===== src/rtl/fpdec_pkg.sv =====
package fpdec_pkg;

    localparam int INSN_W    = 32;
    localparam int REG_IDX_W = 5;
    localparam int PRI_W     = 6;
    localparam int XO_W      = 10;
    localparam int DISP_W    = 16;

    localparam logic [PRI_W-1:0] PRI_INDEXED = 6'd31;
    localparam logic [PRI_W-1:0] PRI_SINGLE  = 6'd59;
    localparam logic [PRI_W-1:0] PRI_DOUBLE  = 6'd63;

    typedef enum logic [5:0] {
        OP_NONE,
        OP_LD_S, OP_LD_D, OP_ST_S, OP_ST_D, OP_ST_IW,
        OP_DIV, OP_SUB, OP_ADD, OP_SQRT, OP_RECIP_EST, OP_MUL,
        OP_FMS, OP_FMA, OP_NFMS, OP_NFMA, OP_SELECT, OP_RSQRT_EST,
        OP_CMP_UNORD, OP_CMP_ORD, OP_ROUND_S, OP_CVT_INT, OP_CVT_INT_TZ,
        OP_SET_BIT, OP_CLR_BIT, OP_NEG, OP_MOVE, OP_NEG_ABS, OP_ABS,
        OP_COPY_FIELD, OP_READ_STATUS, OP_WRITE_FIELDS, OP_WRITE_IMM
    } fp_op_e;

    typedef enum logic [3:0] {
        FM_NONE,
        FM_RRR,      // target, A, B
        FM_RRC,      // target, A, C
        FM_RRRR,     // target, A, B, C
        FM_DISP,     // base + displacement
        FM_DISP_UPD, // base + displacement, base written back
        FM_IDX,      // base + index
        FM_IDX_UPD,  // base + index, base written back
        FM_T,        // target only
        FM_TB,       // target, B
        FM_CMP,      // condition field, A, B
        FM_FLDCPY,   // field to field copy
        FM_BIT,      // single status bit
        FM_IMM,      // status field immediate
        FM_MASK      // status fields under mask
    } fp_form_e;

endpackage


===== src/rtl/fpdec_opsel.sv =====
module fpdec_opsel
    import fpdec_pkg::*;
(
    input  logic [PRI_W-1:0] primary,
    input  logic [XO_W-1:0]  xo,
    output fp_op_e           op,
    output fp_form_e         form,
    output logic             single,
    output logic             known
);

    logic a_space;
    logic dbl_space;

    always_comb begin
        op        = OP_NONE;
        form      = FM_NONE;
        single    = 1'b0;
        known     = 1'b1;
        dbl_space = (primary == PRI_DOUBLE);
        a_space   = (primary == PRI_SINGLE) || (dbl_space && xo[4]);

        if (primary[5:3] == 3'b110) begin
            // displacement memory group: bit2 store, bit1 double, bit0 update
            unique case (primary[2:1])
                2'b00:   op = OP_LD_S;
                2'b01:   op = OP_LD_D;
                2'b10:   op = OP_ST_S;
                default: op = OP_ST_D;
            endcase
            form = primary[0] ? FM_DISP_UPD : FM_DISP;
        end else if (primary == PRI_INDEXED) begin
            unique case (xo)
                10'd535: begin op = OP_LD_S;  form = FM_IDX;     end
                10'd567: begin op = OP_LD_S;  form = FM_IDX_UPD; end
                10'd599: begin op = OP_LD_D;  form = FM_IDX;     end
                10'd631: begin op = OP_LD_D;  form = FM_IDX_UPD; end
                10'd663: begin op = OP_ST_S;  form = FM_IDX;     end
                10'd695: begin op = OP_ST_S;  form = FM_IDX_UPD; end
                10'd727: begin op = OP_ST_D;  form = FM_IDX;     end
                10'd759: begin op = OP_ST_D;  form = FM_IDX_UPD; end
                10'd983: begin op = OP_ST_IW; form = FM_IDX;     end
                default: known = 1'b0;
            endcase
        end else if (a_space) begin
            single = !dbl_space;
            unique case (xo[4:0])
                5'd18: begin op = OP_DIV;  form = FM_RRR; end
                5'd20: begin op = OP_SUB;  form = FM_RRR; end
                5'd21: begin op = OP_ADD;  form = FM_RRR; end
                5'd22: begin op = OP_SQRT; form = FM_RRR; end
                5'd23: begin
                    if (dbl_space) begin op = OP_SELECT; form = FM_RRRR; end
                    else known = 1'b0;
                end
                5'd24: begin
                    if (!dbl_space) begin op = OP_RECIP_EST; form = FM_RRR; end
                    else known = 1'b0;
                end
                5'd25: begin op = OP_MUL;  form = FM_RRC; end
                5'd26: begin
                    if (dbl_space) begin op = OP_RSQRT_EST; form = FM_RRR; end
                    else known = 1'b0;
                end
                5'd28: begin op = OP_FMS;  form = FM_RRRR; end
                5'd29: begin op = OP_FMA;  form = FM_RRRR; end
                5'd30: begin op = OP_NFMS; form = FM_RRRR; end
                5'd31: begin op = OP_NFMA; form = FM_RRRR; end
                default: known = 1'b0;
            endcase
        end else if (dbl_space) begin
            unique case (xo)
                10'd0:   begin op = OP_CMP_UNORD;    form = FM_CMP;    end
                10'd12:  begin op = OP_ROUND_S;      form = FM_TB;     end
                10'd14:  begin op = OP_CVT_INT;      form = FM_TB;     end
                10'd15:  begin op = OP_CVT_INT_TZ;   form = FM_TB;     end
                10'd32:  begin op = OP_CMP_ORD;      form = FM_CMP;    end
                10'd38:  begin op = OP_SET_BIT;      form = FM_BIT;    end
                10'd40:  begin op = OP_NEG;          form = FM_TB;     end
                10'd64:  begin op = OP_COPY_FIELD;   form = FM_FLDCPY; end
                10'd70:  begin op = OP_CLR_BIT;      form = FM_BIT;    end
                10'd72:  begin op = OP_MOVE;         form = FM_TB;     end
                10'd134: begin op = OP_WRITE_IMM;    form = FM_IMM;    end
                10'd136: begin op = OP_NEG_ABS;      form = FM_TB;     end
                10'd264: begin op = OP_ABS;          form = FM_TB;     end
                10'd583: begin op = OP_READ_STATUS;  form = FM_T;      end
                10'd711: begin op = OP_WRITE_FIELDS; form = FM_MASK;   end
                default: known = 1'b0;
            endcase
        end else begin
            known = 1'b0;
        end

        if (!known) begin
            op     = OP_NONE;
            form   = FM_NONE;
            single = 1'b0;
        end
    end

endmodule


===== src/rtl/fpdec_operands.sv =====
module fpdec_operands
    import fpdec_pkg::*;
#(
    parameter int XLEN  = 32,
    parameter bit EA_EN = 1'b1
) (
    input  logic [25:0]          fields,
    input  fp_form_e             form,
    input  fp_op_e               op,
    input  logic [XLEN-1:0]      base_val,
    input  logic [XLEN-1:0]      idx_val,
    output logic                 base_bad,
    output logic [REG_IDX_W-1:0] rt,
    output logic [REG_IDX_W-1:0] ra,
    output logic [REG_IDX_W-1:0] rsrc2,
    output logic [REG_IDX_W-1:0] rc,
    output logic [XLEN-1:0]      disp,
    output logic [2:0]           crf,
    output logic [3:0]           imm,
    output logic [7:0]           mask,
    output logic [XLEN-1:0]      ea
);

    localparam int EXT_W = XLEN - DISP_W;

    logic ra_zero;

    assign rt      = fields[25:21];
    assign ra      = fields[20:16];
    assign rc      = fields[10:6];
    assign rsrc2   = (form == FM_RRC) ? fields[10:6] : fields[15:11];
    assign disp    = {{EXT_W{fields[DISP_W-1]}}, fields[DISP_W-1:0]};
    assign crf     = fields[25:23];
    assign imm     = fields[15:12];
    assign mask    = fields[24:17];
    assign ra_zero = (ra == '0);

    // base index zero: displacement-update never allowed, indexed
    // non-update allowed only for the integer-word store
    assign base_bad = ra_zero &&
                      ((form == FM_DISP_UPD) ||
                       ((form == FM_IDX) && (op != OP_ST_IW)));

    generate
        if (EA_EN) begin : g_ea
            logic [XLEN-1:0] base_eff;
            always_comb begin
                base_eff = ra_zero ? '0 : base_val;
                unique case (form)
                    FM_DISP, FM_DISP_UPD: ea = base_eff + disp;
                    FM_IDX,  FM_IDX_UPD:  ea = base_eff + idx_val;
                    default:              ea = '0;
                endcase
            end
        end else begin : g_no_ea
            assign ea = '0;
        end
    endgenerate

endmodule


===== src/rtl/fp_insn_decoder.sv =====
module fp_insn_decoder
    import fpdec_pkg::*;
#(
    parameter int XLEN  = 32,
    parameter bit EA_EN = 1'b1
) (
    input  logic                 clk,
    input  logic                 rst,
    input  logic                 in_valid,
    input  logic [INSN_W-1:0]    in_insn,
    output logic [REG_IDX_W-1:0] gpr_a_idx,
    output logic [REG_IDX_W-1:0] gpr_b_idx,
    input  logic [XLEN-1:0]      gpr_a_data,
    input  logic [XLEN-1:0]      gpr_b_data,
    output logic                 out_valid,
    output logic                 out_illegal,
    output logic [5:0]           out_op,
    output logic [3:0]           out_form,
    output logic                 out_single,
    output logic [REG_IDX_W-1:0] out_rt,
    output logic [REG_IDX_W-1:0] out_ra,
    output logic [REG_IDX_W-1:0] out_rsrc2,
    output logic [REG_IDX_W-1:0] out_rc,
    output logic [XLEN-1:0]      out_disp,
    output logic [2:0]           out_crf,
    output logic [3:0]           out_imm,
    output logic [7:0]           out_mask,
    output logic                 out_record,
    output logic                 out_update,
    output logic [XLEN-1:0]      out_ea
);

    typedef struct packed {
        logic                 valid;
        logic                 illegal;
        fp_op_e               op;
        fp_form_e             form;
        logic                 single;
        logic [REG_IDX_W-1:0] rt;
        logic [REG_IDX_W-1:0] ra;
        logic [REG_IDX_W-1:0] rsrc2;
        logic [REG_IDX_W-1:0] rc;
        logic [XLEN-1:0]      disp;
        logic [2:0]           crf;
        logic [3:0]           imm;
        logic [7:0]           mask;
        logic                 record;
        logic                 update;
        logic [XLEN-1:0]      ea;
    } dec_t;

    dec_t dec_d, dec_q;

    fp_op_e               sel_op;
    fp_form_e             sel_form;
    logic                 sel_single;
    logic                 sel_known;
    logic                 base_bad;
    logic [REG_IDX_W-1:0] f_rt, f_ra, f_rs2, f_rc;
    logic [XLEN-1:0]      f_disp, f_ea;
    logic [2:0]           f_crf;
    logic [3:0]           f_imm;
    logic [7:0]           f_mask;

    assign gpr_a_idx = in_insn[20:16];
    assign gpr_b_idx = in_insn[15:11];

    fpdec_opsel u_opsel (
        .primary (in_insn[31:26]),
        .xo      (in_insn[10:1]),
        .op      (sel_op),
        .form    (sel_form),
        .single  (sel_single),
        .known   (sel_known)
    );

    fpdec_operands #(
        .XLEN  (XLEN),
        .EA_EN (EA_EN)
    ) u_operands (
        .fields   (in_insn[25:0]),
        .form     (sel_form),
        .op       (sel_op),
        .base_val (gpr_a_data),
        .idx_val  (gpr_b_data),
        .base_bad (base_bad),
        .rt       (f_rt),
        .ra       (f_ra),
        .rsrc2    (f_rs2),
        .rc       (f_rc),
        .disp     (f_disp),
        .crf      (f_crf),
        .imm      (f_imm),
        .mask     (f_mask),
        .ea       (f_ea)
    );

    always_comb begin
        dec_d = '0;
        if (in_valid) begin
            dec_d.valid = 1'b1;
            if (!sel_known || base_bad) begin
                dec_d.illegal = 1'b1;
            end else begin
                dec_d.op     = sel_op;
                dec_d.form   = sel_form;
                dec_d.single = sel_single;
                dec_d.rt     = f_rt;
                dec_d.ra     = f_ra;
                dec_d.rsrc2  = f_rs2;
                dec_d.rc     = f_rc;
                dec_d.disp   = f_disp;
                dec_d.crf    = f_crf;
                dec_d.imm    = f_imm;
                dec_d.mask   = f_mask;
                dec_d.record = in_insn[0];
                dec_d.update = (sel_form == FM_DISP_UPD) || (sel_form == FM_IDX_UPD);
                dec_d.ea     = f_ea;
            end
        end
    end

    always_ff @(posedge clk) begin
        if (rst) dec_q <= '0;
        else     dec_q <= dec_d;
    end

    assign out_valid   = dec_q.valid;
    assign out_illegal = dec_q.illegal;
    assign out_op      = dec_q.op;
    assign out_form    = dec_q.form;
    assign out_single  = dec_q.single;
    assign out_rt      = dec_q.rt;
    assign out_ra      = dec_q.ra;
    assign out_rsrc2   = dec_q.rsrc2;
    assign out_rc      = dec_q.rc;
    assign out_disp    = dec_q.disp;
    assign out_crf     = dec_q.crf;
    assign out_imm     = dec_q.imm;
    assign out_mask    = dec_q.mask;
    assign out_record  = dec_q.record;
    assign out_update  = dec_q.update;
    assign out_ea      = dec_q.ea;

    a_r13_valid_follows: assert property (@(posedge clk) disable iff (rst)
        in_valid |=> out_valid);

    a_r13_idle_follows: assert property (@(posedge clk) disable iff (rst)
        !in_valid |=> (!out_valid && !out_illegal && out_ea == '0));

    a_r12_illegal_clean: assert property (@(posedge clk) disable iff (rst)
        out_illegal |-> (dec_q.op == OP_NONE && dec_q.form == FM_NONE &&
                         !out_update && !out_record && out_valid));

    a_r9_upd_base_nonzero: assert property (@(posedge clk) disable iff (rst)
        (out_update && dec_q.form == FM_DISP_UPD) |-> (out_ra != '0));

    a_r6_mul_takes_c: assert property (@(posedge clk) disable iff (rst)
        (dec_q.form == FM_RRC) |-> (dec_q.op == OP_MUL && out_rsrc2 == out_rc));

    a_r3_single_arith: assert property (@(posedge clk) disable iff (rst)
        out_single |-> (dec_q.form inside {FM_RRR, FM_RRC, FM_RRRR}));

    a_r10_update_form: assert property (@(posedge clk) disable iff (rst)
        out_update |-> (dec_q.form inside {FM_DISP_UPD, FM_IDX_UPD}));

endmodule


===== config.mk =====
export PLATFORM = sky130hd
export DESIGN_NAME = fp_insn_decoder
export DESIGN_NICKNAME = d
export VERILOG_FILES = /design/src/rtl/fpdec_pkg.sv /design/src/rtl/fpdec_opsel.sv /design/src/rtl/fpdec_operands.sv /design/src/rtl/fp_insn_decoder.sv
export SDC_FILE = /design/constraint.sdc
export NUM_CORES = 1
export LEC_CHECK = 0
export BUFFER_PORTS_ARGS = -buffer_cell sky130_fd_sc_hd__buf_2
export CAP_MARGIN = 20
export CORE_UTILIZATION = 34
export CTS_BUF_LIST = sky130_fd_sc_hd__clkbuf_2 sky130_fd_sc_hd__clkbuf_4 sky130_fd_sc_hd__clkbuf_8
export CTS_CLUSTER_SIZE = 8
export DETAILED_ROUTE_END_ITERATION = 16
export PLACE_DENSITY = 0.6
export SYNTH_ARGS = -nofsm -noshare
export SYNTH_HDL_FRONTEND = slang
export SYNTH_SLANG_ARGS = --single-unit

===== constraint.sdc =====
create_clock -name clk -period 13.95 [get_ports clk]
set_input_delay 2.79 -clock clk [delete_from_list [all_inputs] [get_ports clk]]
set_output_delay 2.79 -clock clk [all_outputs]
set_load 0.1 [all_outputs]

==> reports/results.tsv <==
stage	metric	value	unit
place	GPL Wtd Cong	0.908	
detailed_routing	TritonRoute pass-1 iters	5	
yosys	distinct cell type count after synthesis	70	
place	post-DP HPWL	13200	um
detailed_routing	1st-iter DRT viols	273	
floorplanning	initial core utilization	35.2	%
detailed_routing	Detail Route Antenna Nets	0	
clock_tree	total CTS buffers	9	
worst_setup_path	Worst path max stage delay	700	ps
yosys	Post-Syn Nets	800	
yosys	Yosys top cell area share	28.6	%
sta	unrepaired setup endpoints after global routing	false	
global_routing	met1 GRT Util	26.1	%
worst_setup_path	Crit path required time	14210	ps
global_routing	global route total overflow	0	
clock_tree	clk buf depth	2	
floorplanning	Core ar.	15300	um2
yosys	simple-gate share of the synthesized area	23.9	%
hold_path	class of the worst hold path	in -> reg	
worst_setup_path	crit path DAT	7530	ps
sta	Final setup viols	0	
yosys	count leader, synth	nor2_1	
clock_tree	Reg clk slew, reported paths	90	ps
place	port bufs	222	
yosys	synthesized area per cell	8.09	um2
worst_setup_path	count of buffer and inverter cells on the critical path	2	
power	maximum vdd ir drop	0.0451	mV
sta	Hold Fails Final Rpt	0	
global_routing	largest net degree at the start of global routing	38	
yosys	Synth Register Bits	77	
worst_setup_path	CP top delay family	compound AO/OA/AOI/OAI gates	
yosys	synthesized area	5390	um2
cells_and_area	fin nets	957	
global_routing	GRT met2 Usage	33.4	%
sta	fin crit share	52.2	%
yosys	largest family of logic cells by synthesized area	simple AND/OR/NAND/NOR gates	
worst_setup_path	worst-path fanout max	37	
global_routing	first-pass GRT wire length	25400	um
yosys	ys async rst share	0	%
worst_setup_path	CP Launch Type	input port	
cells_and_area	fillers	1638	
yosys	number of flops mapped to enable cells by yosys	0	
detailed_routing	Residual DRC	0	
clock_tree	clock sinks	77	
yosys	mux contribution to synthesized area	3.39	%
power	Comb pwr share	30.9	%
power	Int Pwr	0.372	mW
global_routing	grt peak-use layer	met2	
clock_tree	CTS Root Cell	clkbuf_8	
sta	max-slew violations	0	
sta	final setup TNS	0	ps
global_routing	initial antenna violation count	0	
yosys	Synth area leader	dfxtp_1	
floorplanning	num ports	223	
power	sequential share of power	38.6	%
floorplanning	area of the die	16400	um2
sta	maximum clock frequency	137	MHz
floorplanning	Die Wd	128	um
worst_setup_path	Critical Path End Type	flop	
sta	min Tclk post-route	7280	ps
sta	Slew @ Worst Pin	892	ps
cells_and_area	Register Area	1540	um2
global_routing	vias in the first global route	4790	
detailed_routing	via count	5198	
clock_tree	CTS H-tree lvls	3	
detailed_routing	Routed WL per cell	16.2	um
floorplanning	Die Y	128	um
cells_and_area	layout cells sized above 1	32.4	%
detailed_routing	wirelength, routed	16800	um
global_routing	GR Util met3	4.51	%
power	switching share of power	35.9	%
worst_setup_path	worst setup path class	in -> reg	
cells_and_area	final cell count without fillers	1039	
status	status	finished, final reports clean	
yosys	synth top area cells	dfxtp_1, ha_1, buf_4	
worst_setup_path	slowest CP cell	nor2_4	
clock_tree	post-CTS sizing	0	
yosys	Synth Flop Type	dfxtp_1	
yosys	register area share after synthesis	28.6	%
global_routing	GRT Overall Usage	20.5	%
clock_tree	CTS tree	yes	
clock_tree	postcts setup bufs	0	
power	LEAKAGE	3.23	nW
worst_setup_path	CP cell instances	buf_2 -> and4b_1 -> and3_1 -> a21oi_1 -> nor2_4 -> mux2_2 -> ha_1 -> inv_1 -> fa_1 -> nor2b_1 -> o31a_1 -> o41ai_1 -> a21oi_1 -> a211oi_1 -> o21bai_1 -> o31ai_1 -> xor2_1 -> nor2_1	
cells_and_area	area grow syn2layout	20.6	%
power	pwr/cell area	89.3	nW/um2
yosys	Synth Area in Adders	8.27	%
yosys	Yosys Warn Count	0	
yosys	complex-gate fraction of the synthesized area	20.6	%
worst_setup_path	Crit path top cell by count	a21oi_1	
power	clock share of power	30.5	%
yosys	XOR/XNOR Fraction of Synth Area	4.23	%
run	Max-cap violations	0	
power	NetSw	0.208	mW
clock_tree	# hold bufs at CTS	0	
place	Inst Count DP	1022	
sta	Slew HR	40.4	%
floorplanning	row count	45	
yosys	Synth top cells by count	nor2_1, dfxtp_1, and2_1, buf_4, a21oi_1	
yosys	Synth Instances	666	
detailed_routing	drt via density	5.00	
cells_and_area	multi-input logic area	3260	um2
cells_and_area	Diodes inserted	0	
==> final timing paths <==
path	from	to	slack [ps]	cells after the start
setup / recovery	in_insn[3]	out_ea[26]	6670	18
hold / removal	in_insn[25]	out_rt[4]	2620	2
==> layout make-up <==
| class | count | area share (%) |
|---|---|---|
| inverters | 18 | 1.04 |
| repair buffers | 226 | 17.9 |
| well taps | 211 | 4.06 |
| flip-flops and latches | 77 | 23.7 |
| clock buffers | 10 | 2.12 |
| multi-input cells | 491 | 50.1 |
| clock inverters | 6 | 1.06 |
==> sequential cells by signal, indices dropped and copies added, names as in the netlist <==
signal / count
out_update: 1
out_mask: 1
out_valid: 1
out_rsrc2: 5
out_form: 4
out_op: 6
out_ea: 32
out_single: 1
out_ra: 4
out_disp: 12
out_illegal: 1
out_rt: 5
out_rc: 4
==> metal layers <==
metal	share of wire, %	up-vias
met5	0	-
met3	7.6	30
li1	-	2593
met2	45	244
met1	44	2331
met4	2.5	0
==> placed cells by master (no fill, tap or decap), drive strengths merged, types with 17 or more instances in the layout <==
master	count
inv	20
nand2	34
and2	54
xnor2	17
o21ai	30
dfxtp	77
nor2	80
a21oi	39
ha	34
a21o	33
buf	226
==> metrics by stage <==
step / worst slack [ps] / power (mW) / hold slack, ps / util (%) / cell area [um2]
after floorplan: 7160 / 0.369 / 2910 / - / 5390
final: 6670 / 0.580 / 2620 / 42.4 / 6500
after detailed placement: 6300 / 0.407 / 2990 / 40.9 / 6270
after global placement: 6450 / 0.408 / 2990 / 40.9 / 6270
after global routing: 6310 / 0.610 / 2610 / 42.4 / 6500
after CTS: 6720 / 0.586 / 2600 / 42.3 / 6470
==> cells by family (layout without fill, tap and decap cells) <==
logic type / count (synthesis) / in the layout
multiplexers: 17 / 17
flip-flops: 77 / 77
AO/OA/AOI/OAI: 166 / 166
adder cells (fa/ha/maj): 35 / 35
XOR/XNOR: 26 / 26
buffers and inverters: 98 / 260
AND/OR/NAND/NOR: 247 / 247
==> power by group through the flow <==
| stage | Clock (mW) | Sequential, mW | Combinational, mW |
|---|---|---|---|
| after floorplan | 0 | 0.252 | 0.117 |
| after global placement | 0 | 0.229 | 0.179 |
| after detailed placement | 0 | 0.229 | 0.178 |
| after CTS | 0.183 | 0.224 | 0.179 |
| after global routing | 0.190 | 0.224 | 0.195 |
| final | 0.177 | 0.224 | 0.180 |
No activity file was read; power rests on OpenSTA's default activity.
